## src/rtl/ring_ptr_pkg.sv

```systemverilog
package ring_ptr_pkg;

    typedef enum logic [1:0] {
        SEL_BASE = 2'd0,
        SEL_END  = 2'd1,
        SEL_CUR  = 2'd2,
        SEL_SIZE = 2'd3
    } cfg_sel_e;

    typedef enum logic [1:0] {
        CLS_OK     = 2'd0,
        CLS_SNAP   = 2'd1,
        CLS_LINEAR = 2'd2,
        CLS_FAULT  = 2'd3
    } start_cls_e;

endpackage

```

## src/rtl/ring_cfg_regs.sv

```systemverilog
module ring_cfg_regs
    import ring_ptr_pkg::*;
#(
    parameter int AW = 24
) (
    input  logic          clk,
    input  logic          rst_n,
    input  logic          we,
    input  cfg_sel_e      sel,
    input  logic [AW-1:0] wdata,
    input  logic          lock,
    output logic [AW-1:0] base_o,
    output logic [AW-1:0] ring_end_o,
    output logic [AW:0]   scr_lim_o
);
    typedef struct packed {
        logic [AW-1:0] base;
        logic [AW-1:0] rend;
        logic [AW-1:0] size_m1;
    } cfg_t;

    cfg_t cfg_d, cfg_q;

    always_comb begin
        cfg_d = cfg_q;
        if (we && !lock) begin
            case (sel)
                SEL_BASE: cfg_d.base    = wdata;
                SEL_END:  cfg_d.rend    = wdata;
                SEL_SIZE: cfg_d.size_m1 = wdata;
                default:  cfg_d = cfg_q;
            endcase
        end
    end

    always_ff @(posedge clk or negedge rst_n) begin
        if (!rst_n) cfg_q <= '0;
        else        cfg_q <= cfg_d;
    end

    assign base_o     = cfg_q.base;
    assign ring_end_o = cfg_q.rend;
    assign scr_lim_o  = {1'b0, cfg_q.base} + {1'b0, cfg_q.size_m1} + {{AW{1'b0}}, 1'b1};


    cfg_lock_chk: assert property (@(posedge clk) disable iff (!rst_n)
        (lock && we) |=> ($stable(cfg_q)));

endmodule

```

## src/rtl/ring_start_check.sv

```systemverilog
module ring_start_check
    import ring_ptr_pkg::*;
#(
    parameter int AW = 24
) (
    input  logic [AW-1:0] cur_i,
    input  logic [AW-1:0] base_i,
    input  logic [AW:0]   lim_i,
    input  logic          scratch_i,
    output start_cls_e    cls_o,
    output logic [AW-1:0] ptr0_o
);
    always_comb begin
        ptr0_o = cur_i;
        if ({1'b0, cur_i} >= lim_i) begin
            cls_o = scratch_i ? CLS_LINEAR : CLS_FAULT;
        end else if (cur_i < base_i) begin
            cls_o  = CLS_SNAP;
            ptr0_o = base_i;
        end else begin
            cls_o = CLS_OK;
        end
    end
endmodule

```

## src/rtl/ring_step.sv

```systemverilog
module ring_step #(
    parameter int AW = 24
) (
    input  logic [AW-1:0] ptr_i,
    input  logic [AW-1:0] base_i,
    input  logic [AW:0]   lim_i,
    input  logic          linear_i,
    output logic [AW-1:0] nxt_o
);
    logic [AW:0] inc_w;

    always_comb begin
        inc_w = {1'b0, ptr_i} + {{AW{1'b0}}, 1'b1};
        if (!linear_i && inc_w == lim_i) nxt_o = base_i;
        else                             nxt_o = inc_w[AW-1:0];
    end
endmodule

```

## src/rtl/ring_ptr_unit.sv

```systemverilog
module ring_ptr_unit
    import ring_ptr_pkg::*;
#(
    parameter int AW = 24
) (
    input  logic          clk,
    input  logic          rst_n,
    input  logic          cfg_we,
    input  logic [1:0]    cfg_sel,
    input  logic [AW-1:0] cfg_wdata,
    input  logic          start,
    input  logic          scratch_mode,
    input  logic          wb_en,
    input  logic          step,
    input  logic          finish,
    output logic          busy_o,
    output logic [AW-1:0] addr_o,
    output logic          err_o,
    output logic          done_o,
    output logic [AW-1:0] cur_o
);
    typedef struct packed {
        logic          busy;
        logic          linear;
        logic          scratch;
        logic          wb;
        logic          err;
        logic          done;
        logic [AW-1:0] ptr;
        logic [AW-1:0] cur;
    } st_t;

    st_t st_d, st_q;

    cfg_sel_e      sel_w;
    logic [AW-1:0] base_w, ring_end_w, ptr0_w, nxt_w;
    logic [AW:0]   scr_lim_w, start_lim_w, run_lim_w;
    start_cls_e    cls_w;

    assign sel_w = cfg_sel_e'(cfg_sel);

    ring_cfg_regs #(.AW(AW)) cfg_i (
        .clk(clk), .rst_n(rst_n), .we(cfg_we), .sel(sel_w), .wdata(cfg_wdata),
        .lock(st_q.busy), .base_o(base_w), .ring_end_o(ring_end_w), .scr_lim_o(scr_lim_w)
    );

    assign start_lim_w = scratch_mode ? scr_lim_w : {1'b0, ring_end_w};
    assign run_lim_w   = st_q.scratch ? scr_lim_w : {1'b0, ring_end_w};

    ring_start_check #(.AW(AW)) chk_i (
        .cur_i(st_q.cur), .base_i(base_w), .lim_i(start_lim_w),
        .scratch_i(scratch_mode), .cls_o(cls_w), .ptr0_o(ptr0_w)
    );

    ring_step #(.AW(AW)) step_i (
        .ptr_i(st_q.ptr), .base_i(base_w), .lim_i(run_lim_w),
        .linear_i(st_q.linear), .nxt_o(nxt_w)
    );

    always_comb begin
        logic [AW-1:0] adv;
        st_d      = st_q;
        st_d.done = 1'b0;
        adv       = step ? nxt_w : st_q.ptr;
        if (!st_q.busy) begin
            if (cfg_we && sel_w == SEL_CUR) st_d.cur = cfg_wdata;
            if (start) begin
                st_d.err     = (cls_w == CLS_FAULT);
                st_d.busy    = (cls_w != CLS_FAULT);
                st_d.linear  = (cls_w == CLS_LINEAR);
                st_d.scratch = scratch_mode;
                st_d.wb      = wb_en;
                if (cls_w != CLS_FAULT) st_d.ptr = ptr0_w;
            end
        end else begin
            st_d.ptr = adv;
            if (finish) begin
                st_d.busy = 1'b0;
                st_d.done = 1'b1;
                if (st_q.wb) st_d.cur = adv;
            end
        end
    end

    always_ff @(posedge clk or negedge rst_n) begin
        if (!rst_n) st_q <= '0;
        else        st_q <= st_d;
    end

    assign busy_o = st_q.busy;
    assign addr_o = st_q.ptr;
    assign err_o  = st_q.err;
    assign done_o = st_q.done;
    assign cur_o  = st_q.cur;


    err_excl_busy_chk: assert property (@(posedge clk) disable iff (!rst_n)
        st_q.err |-> !st_q.busy);


    fault_freeze_chk: assert property (@(posedge clk) disable iff (!rst_n)
        (st_q.err && !start) |=> $stable(st_q.ptr));


    ptr_in_ring_chk: assert property (@(posedge clk) disable iff (!rst_n)
        (st_q.busy && !st_q.linear && ({1'b0, base_w} < run_lim_w))
        |-> (st_q.ptr >= base_w && {1'b0, st_q.ptr} < run_lim_w));


    finish_done_chk: assert property (@(posedge clk) disable iff (!rst_n)
        (st_q.busy && finish) |=> (st_q.done && !st_q.busy));


    done_single_chk: assert property (@(posedge clk) disable iff (!rst_n)
        st_q.done |=> !st_q.done);


    idle_step_chk: assert property (@(posedge clk) disable iff (!rst_n)
        (!st_q.busy && !start && step) |=> $stable(st_q.ptr));

endmodule

```

## config.mk

```make
export PLATFORM = sky130hd
export DESIGN_NAME = ring_ptr_unit
export DESIGN_NICKNAME = d
export VERILOG_FILES = /design/src/rtl/ring_ptr_pkg.sv /design/src/rtl/ring_cfg_regs.sv /design/src/rtl/ring_start_check.sv /design/src/rtl/ring_step.sv /design/src/rtl/ring_ptr_unit.sv
export SDC_FILE = /design/constraint.sdc
export NUM_CORES = 1
export LEC_CHECK = 0
export BUFFER_PORTS_ARGS = -buffer_cell sky130_fd_sc_hd__buf_2
export CORE_ASPECT_RATIO = 1.4
export CORE_MARGIN = 4
export CORE_UTILIZATION = 55
export DETAILED_ROUTE_END_ITERATION = 10
export MAX_ROUTING_LAYER = met4
export PLACE_DENSITY = 0.75
export REMOVE_ABC_BUFFERS = 1
export SYNTH_ARGS = -nofsm -noshare
export SYNTH_HDL_FRONTEND = slang
export SYNTH_HIERARCHICAL = 1
export SYNTH_SLANG_ARGS = --single-unit
```

## constraint.sdc

```tcl
create_clock -name clk -period 13.6 [get_ports clk]
set_input_delay 1.36 -clock clk [delete_from_list [all_inputs] [get_ports clk]]
set_output_delay 1.36 -clock clk [all_outputs]
set_load 0.005 [all_outputs]
```

== Word-level counts from Yosys, hierarchy flattened ==
Cells that the tools add are included.

* Equal/unequal tests: 9
* Multiplexer cells: 20
* Reduce and logical (&&, ||, !) cells: 15
* Add/sub/neg operators: 3
* $lt $le $gt $ge: 2
* Bitwise logic cells: 1

{| class="wikitable"
|+ Operators with widths
! cell !! count
|-
| $mux 24 || 9
|-
| $mux 25 || 2
|-
| $mux 48 || 1
|-
| $add 24x1->25 const B || 1
|-
| $add 24x24->25 || 1
|-
| $add 25x1->25 const B || 1
|-
| $eq 25x25->1 || 1
|-
| $ge 24x25->1 || 1
|-
| $lt 24x24->1 || 1
|-
| $reduce_and 2->1 || 5
|-
| $eq 2x2->1 const B || 4
|-
| $mux 1 || 6
|-
| $ne 2x2->1 const B || 3
|-
| $reduce_bool 2->1 || 3
|-
| $mux 5 || 1
|-
| $logic_and 1x1->1 || 3
|-
| $reduce_and 3->1 || 1
|-
| $eq 2x1->1 const B || 1
|-
| $logic_not 1->1 || 2
|-
| $logic_not 2->1 || 1
|-
| $mux 2 || 1
|-
| $not 1->1 || 1
|}

* Word-level logic and storage cells: 61
* Register bits after elaboration: 126
* Input port bits: 34
* Output and inout port bits: 51

== Longest topological paths before layout ==
* Depth in word-level cells: 10
* Depth in mapped cells: 24
* Gate-level depth less buffers: 23

== By module ==
The synthesis kept the hierarchy.

{| class="wikitable"
|+ Modules (own cells, without submodules)
! module !! cells each !! instances !! area an instance (µm²) !! sequential area each (µm²)
|-
| ring_cfg_regs || 361 || 1 || 4211.5 || 1801.7
|-
| ring_ptr_unit || 311 || 1 || 3513.4 || 1351.3
|-
| ring_step || 214 || 1 || 1705.4 || 0.0
|-
| ring_start_check || 194 || 1 || 1596.5 || 0.0
|}

== Worst setup path after synthesis ==
OpenSTA, ideal clock, no wires.

* Path kind: register -> register
* From: register cfg_i.cfg_q, in the netlist cfg_i/base_o[0]
* To: register st_q, in the netlist addr_o[10]
* Library setup time: 126 ps
* Data arrival time: 4670 ps
* Buffers on the path: 1
* Setup slack: 8804 ps
* Cell stages (with the launch flop): 24
* Clock period less this slack: 4796 ps
* Required time: 13474 ps
* Cell sequence: dfrtp_1 inv_1 ha_1 inv_1 fa_1 a21oi_1 o21ai_1 a21oi_2 o21ai_2 and3_4 a21oi_2 xnor2_1 mux2_2 xnor2_1 a2bb2oi_1 o2111ai_1 or4_1 nor4_2 nand4_4 buf_6 mux2_4 mux2i_1 nor2b_1 a221o_1

* Word-level cells in the longest chain between the ends: 8
* Elaborated cells between the ends (all ways): 20
* Those cells by class: 2 x add/sub; 2 x order compare; 2 x eq/ne; 11 x mux; 3 x reduce/logical

{| class="wikitable"
|+ Ends and longest elaborated chain
! element !! line !! source
|-
| start, declared || ring_cfg_regs.sv:22 || <nowiki>cfg_t cfg_d, cfg_q;</nowiki>
|-
| start signal, assigned || ring_cfg_regs.sv:38 || <nowiki>else cfg_q <= cfg_d;</nowiki>
|-
| $add 24x24->25 || ring_cfg_regs.sv:43 || <nowiki>assign scr_lim_o = {1'b0, cfg_q.base} + {1'b0, cfg_q.size_m1} + {{AW{1'b0}}, 1'b1};</nowiki>
|-
| $add 25x1->25 || ring_cfg_regs.sv:43 ||
|-
| net scr_lim_w[20] || ring_ptr_unit.sv:37 || <nowiki>logic [AW:0] scr_lim_w, start_lim_w, run_lim_w;</nowiki>
|-
| $mux 25 || ring_ptr_unit.sv:48 || <nowiki>assign run_lim_w = st_q.scratch ? scr_lim_w : {1'b0, ring_end_w};</nowiki>
|-
| net run_lim_w[20] || ring_ptr_unit.sv:37 ||
|-
| $eq 25x25->1 || ring_step.sv:14 || <nowiki>if (!linear_i && inc_w == lim_i) nxt_o = base_i;</nowiki>
|-
| $logic_and 1x1->1 || ring_step.sv:14 ||
|-
| $mux 24 || ring_step.sv:14 ||
|-
| net nxt_w[10] || ring_ptr_unit.sv:36 || <nowiki>logic [AW-1:0] base_w, ring_end_w, ptr0_w, nxt_w;</nowiki>
|-
| $mux 24 || ring_ptr_unit.sv:64 || <nowiki>adv = step ? nxt_w : st_q.ptr;</nowiki>
|-
| $mux 48 || ring_ptr_unit.sv:65 || <nowiki>if (!st_q.busy) begin</nowiki>
|-
| end signal, assigned || ring_ptr_unit.sv:87 || <nowiki>else st_q <= st_d;</nowiki>
|-
| end, declared || ring_ptr_unit.sv:33 || <nowiki>st_t st_d, st_q;</nowiki>
|}

The timed path passes the listed nets, and every way through them passes these cells. The select of a mux whose other input is x is not followed.
A chain may end at the register's enable or synchronous reset.

== Worst setup path in the final report ==
* From: register cfg_i.cfg_q, in the netlist cfg_i/base_o[0]
* To: register st_q, in the netlist addr_o[15]

Same word-level chain as after synthesis.

==> metrics.csv <==
stage,metric,value,unit
global_route,GR Overflow Total,0,
detailed_routing,drt initial violations,584,
placement,HPWL after DPL,20900,um
clock_tree,CTS tree,done,
critical_path,Worst setup SP type,flip-flop,
sta,worst-margin pin slew,0.988,ns
sta,Slew Limit Fails,0,
detailed_routing,DR WL/cell,22.8,um
cells_and_area,Final Util,57.8,%
yosys,xor and xnor fraction of the mapped netlist area,4.94,%
clock_tree,H-Tree Depth,4,
global_route,met1 Use GR,33.6,%
global_route,met2 track demand over resource,46.3,%
yosys,post-synthesis compound-gate area fraction,13.5,%
clock_tree,clk root buf,clkbuf_16,
cells_and_area,Area growth syn-to-layout,3.67,%
yosys,Simple-Gate Fraction of Synth Area,12.1,%
critical_path,Critical Path RT,13.91,ns
yosys,Post-Synthesis Cells,1080,
clock_tree,CTS sink cnt,126,
detailed_routing,Pre-antenna DRT Iters,7,
yosys,"Async S/R FF share, synth",100,%
critical_path,crit path kind,reg -> reg,
global_route,met3 Usage GRT,3.29,%
yosys,Netlist cell types,88,
critical_path,Max stage delay on crit path,0.67,ns
sta,Max Clock Freq,0.168,GHz
sta,"Period Utilization, post-route",43.7,%
cells_and_area,"commonest non-fill, non-tap cell in the layout",mux2_2,
critical_path,critical path data arrival time,6.25,ns
sta,slew margin rel.,34.0,%
placement,number of port buffers,84,
cells_and_area,fin nets,1153,
sta,Sum Neg Setup Slack,0,ns
critical_path,Top Family by Delay on Critical Path,simple AND/OR/NAND/NOR gates,
yosys,"EDFF count, synth",0,
clock_tree,hold-fix buffers at CTS,0,
critical_path,slowest CP cell,nand4_4,
cells_and_area,fillers,1696,
detailed_routing,DRC violations left,0,
yosys,sequential area share after synthesis,28.6,%
die,Boundary Pins,85,
flow_run,number of max-cap violations,0,
cells_and_area,most frequent cells in the layout,"129 x mux2_2, 126 x dfrtp_1, 83 x buf_2",
cells_and_area,Multi-input gate area,6620,um2
yosys,main combinational cell family by area after synthesis,multiplexers,
yosys,ys flop type,dfrtp_1,
critical_path,Crit path buffers/inverters,2,
global_route,initial antenna violation count,0,
yosys,mux share of post-synthesis cell area,20.8,%
sta,"Setup violations, final",0,
clock_tree,Post-CTS Resized,0,
detailed_routing,DR vias/cell,6.35,
die,Core ar.,19800,um2
cells_and_area,post-route insts no fill,1312,
placement,GP Congestion,0.998,
yosys,Syn Area/Cell,10.2,um2
yosys,yosys warns,6,
sta,clk_skew,0.00712,ns
yosys,Adder-Cell Fraction of Synth Area,8.35,%
global_route,GRT Total Usage,27.4,%
global_route,most used routing layer,met2,
detailed_routing,"antenna viol nets, final",0,
critical_path,Worst Path Max Fanout,24,
status,outcome,finished clean,
placement,placed cells,1279,
die,Die Footprint,22400,um2
cells_and_area,register area,3150,um2
detailed_routing,"wirelength, routed",29900,um
clock_tree,clk slew on worst S/H paths,0.05,ns
yosys,post-synthesis cell area,11000,um2
die,DIE WIDTH,128,um
global_route,vias in the first global route,8512,
critical_path,CP Capture Type,flip-flop,
clock_tree,total CTS buffers,17,
die,Die Height,176,um
clock_tree,postcts setup bufs,0,
sta,final number of hold-violating endpoints,0,
sta,RSZ-0062 raised after global routing,false,
yosys,"FF+latch count, synth",126,
clock_tree,Worst-Skew Late Latency,0.43,ns
die,row cnt,61,
clock_tree,Max Root-Sink Buffers,2,
global_route,largest net degree at the start of global routing,75,
die,Initial Util,55.8,%
global_route,first-pass GRT wire length,46700,um
critical_path,crit path cell chain,inv_1 -> ha_1 -> inv_1 -> fa_1 -> a21oi_1 -> o21ai_1 -> a21oi_2 -> o21ai_2 -> and3_4 -> a21oi_2 -> xnor2_1 -> mux2_2 -> xnor2_1 -> a2bb2oi_1 -> o2111ai_1 -> or4_1 -> nor4_2 -> nand4_4 -> mux2_4 -> mux2i_1 -> nor2b_1 -> a221o_1,
cells_and_area,share of post-route cells with drive strength above 1,31.4,%
detailed_routing,vias,8326,
min_path,hold crit path type,reg -> reg,
sta,Final min period,5.94,ns
## worst reg2reg max path: stages (launching register included)
cell and delay, ns:
dfrtp_1 0.40, inv_1 0.09, ha_1 0.18, inv_1 0.06
fa_1 0.40, a21oi_1 0.24, o21ai_1 0.13, a21oi_2 0.26
o21ai_2 0.16, and3_4 0.22, a21oi_2 0.16, xnor2_1 0.09
mux2_2 0.28, xnor2_1 0.27, a2bb2oi_1 0.18, o2111ai_1 0.12
or4_1 0.42, nor4_2 0.37, nand4_4 0.67, mux2_4 0.54
mux2i_1 0.21, nor2b_1 0.09, a221o_1 0.28
## sequential cells by signal, indices dropped and copies added (netlist names), 3 cells and up
register          count
addr_o               24
cfg_i/base_o         24
cfg_i/cfg_q          24
cfg_i/ring_end_o     24
cur_o                24
st_q                  3
## synthesized netlist by cell type, drive strengths merged (6+ instances only)
master / count / area share (%)
xnor2: 35 / 2.8
nor4: 6 / 0.73
nor3: 11 / 0.65
and4: 8 / 0.64
a21o: 12 / 0.83
nand2: 51 / 1.8
nor2b: 30 / 1.7
nand3: 24 / 1.1
a221o: 48 / 4.4
xor2: 22 / 1.7
mux2: 168 / 18
inv: 62 / 2.1
ha: 72 / 8.2
and3: 10 / 0.62
nor2: 43 / 1.5
mux2i: 26 / 2.4
o21ai: 30 / 1.4
nand4: 20 / 1.4
buf: 142 / 9.4
dfrtp: 126 / 29
a21oi: 49 / 2.5
## logic make-up after synthesis
family                     count (synthesis)
adders and majority gates                 73
AOI/OAI and AO/OA                        190
and+or+nand+nor                          229
muxes                                    194
DFF                                      126
buffers and inverters                    209
xor gates and xnor gates                  59
## layout make-up
type | instances | area share, %
Sequential cell | 126 | 27.6
Timing Repair Buffer | 94 | 4.36
Antenna cell | 1 | 0.0219
Multi-Input combinational cell | 745 | 57.9
Clock inverter | 9 | 0.930
Inverter | 62 | 2.04
Tap cell | 252 | 2.76
Clock buffer | 23 | 4.44
## path summary, 6_finish.rpt
check | start | to | slack, ns | cells past startpoint
worst max-delay path | cfg_i/base_o[0] | addr_o[15] | 7.66 | 22
min in group asynchronous | rst_n | cfg_i/base_o[21] | 0.97 | 1
worst max register to register | cfg_i/base_o[0] | addr_o[15] | 7.66 | 22
max in group asynchronous | rst_n | cur_o[3] | 11.22 | 2
worst min-delay path | st_q[52] | st_q[52] | 0.49 | 2
worst min register to register | st_q[52] | st_q[52] | 0.49 | 2
## layer usage
metal  part of all wire (%)  vias up
met2                     51      321
met1                     41     4155
met4                    2.8        0
li1                       -     3793
met5                      0        -
met3                    5.4       57
## stage by stage
stage	hold slack, ns	instance area [um2]	worst slack, ns
detailed placement	0.482	10800	7.83
floorplan	0.451	9970	8.56
global route	0.514	11400	7.42
CTS	0.498	11400	7.70
global placement	0.473	10800	7.95
finish	0.493	11400	7.66
Power is not shown: default switching activity piles up to over one toggle a cycle in this logic, so the estimate is an artifact.
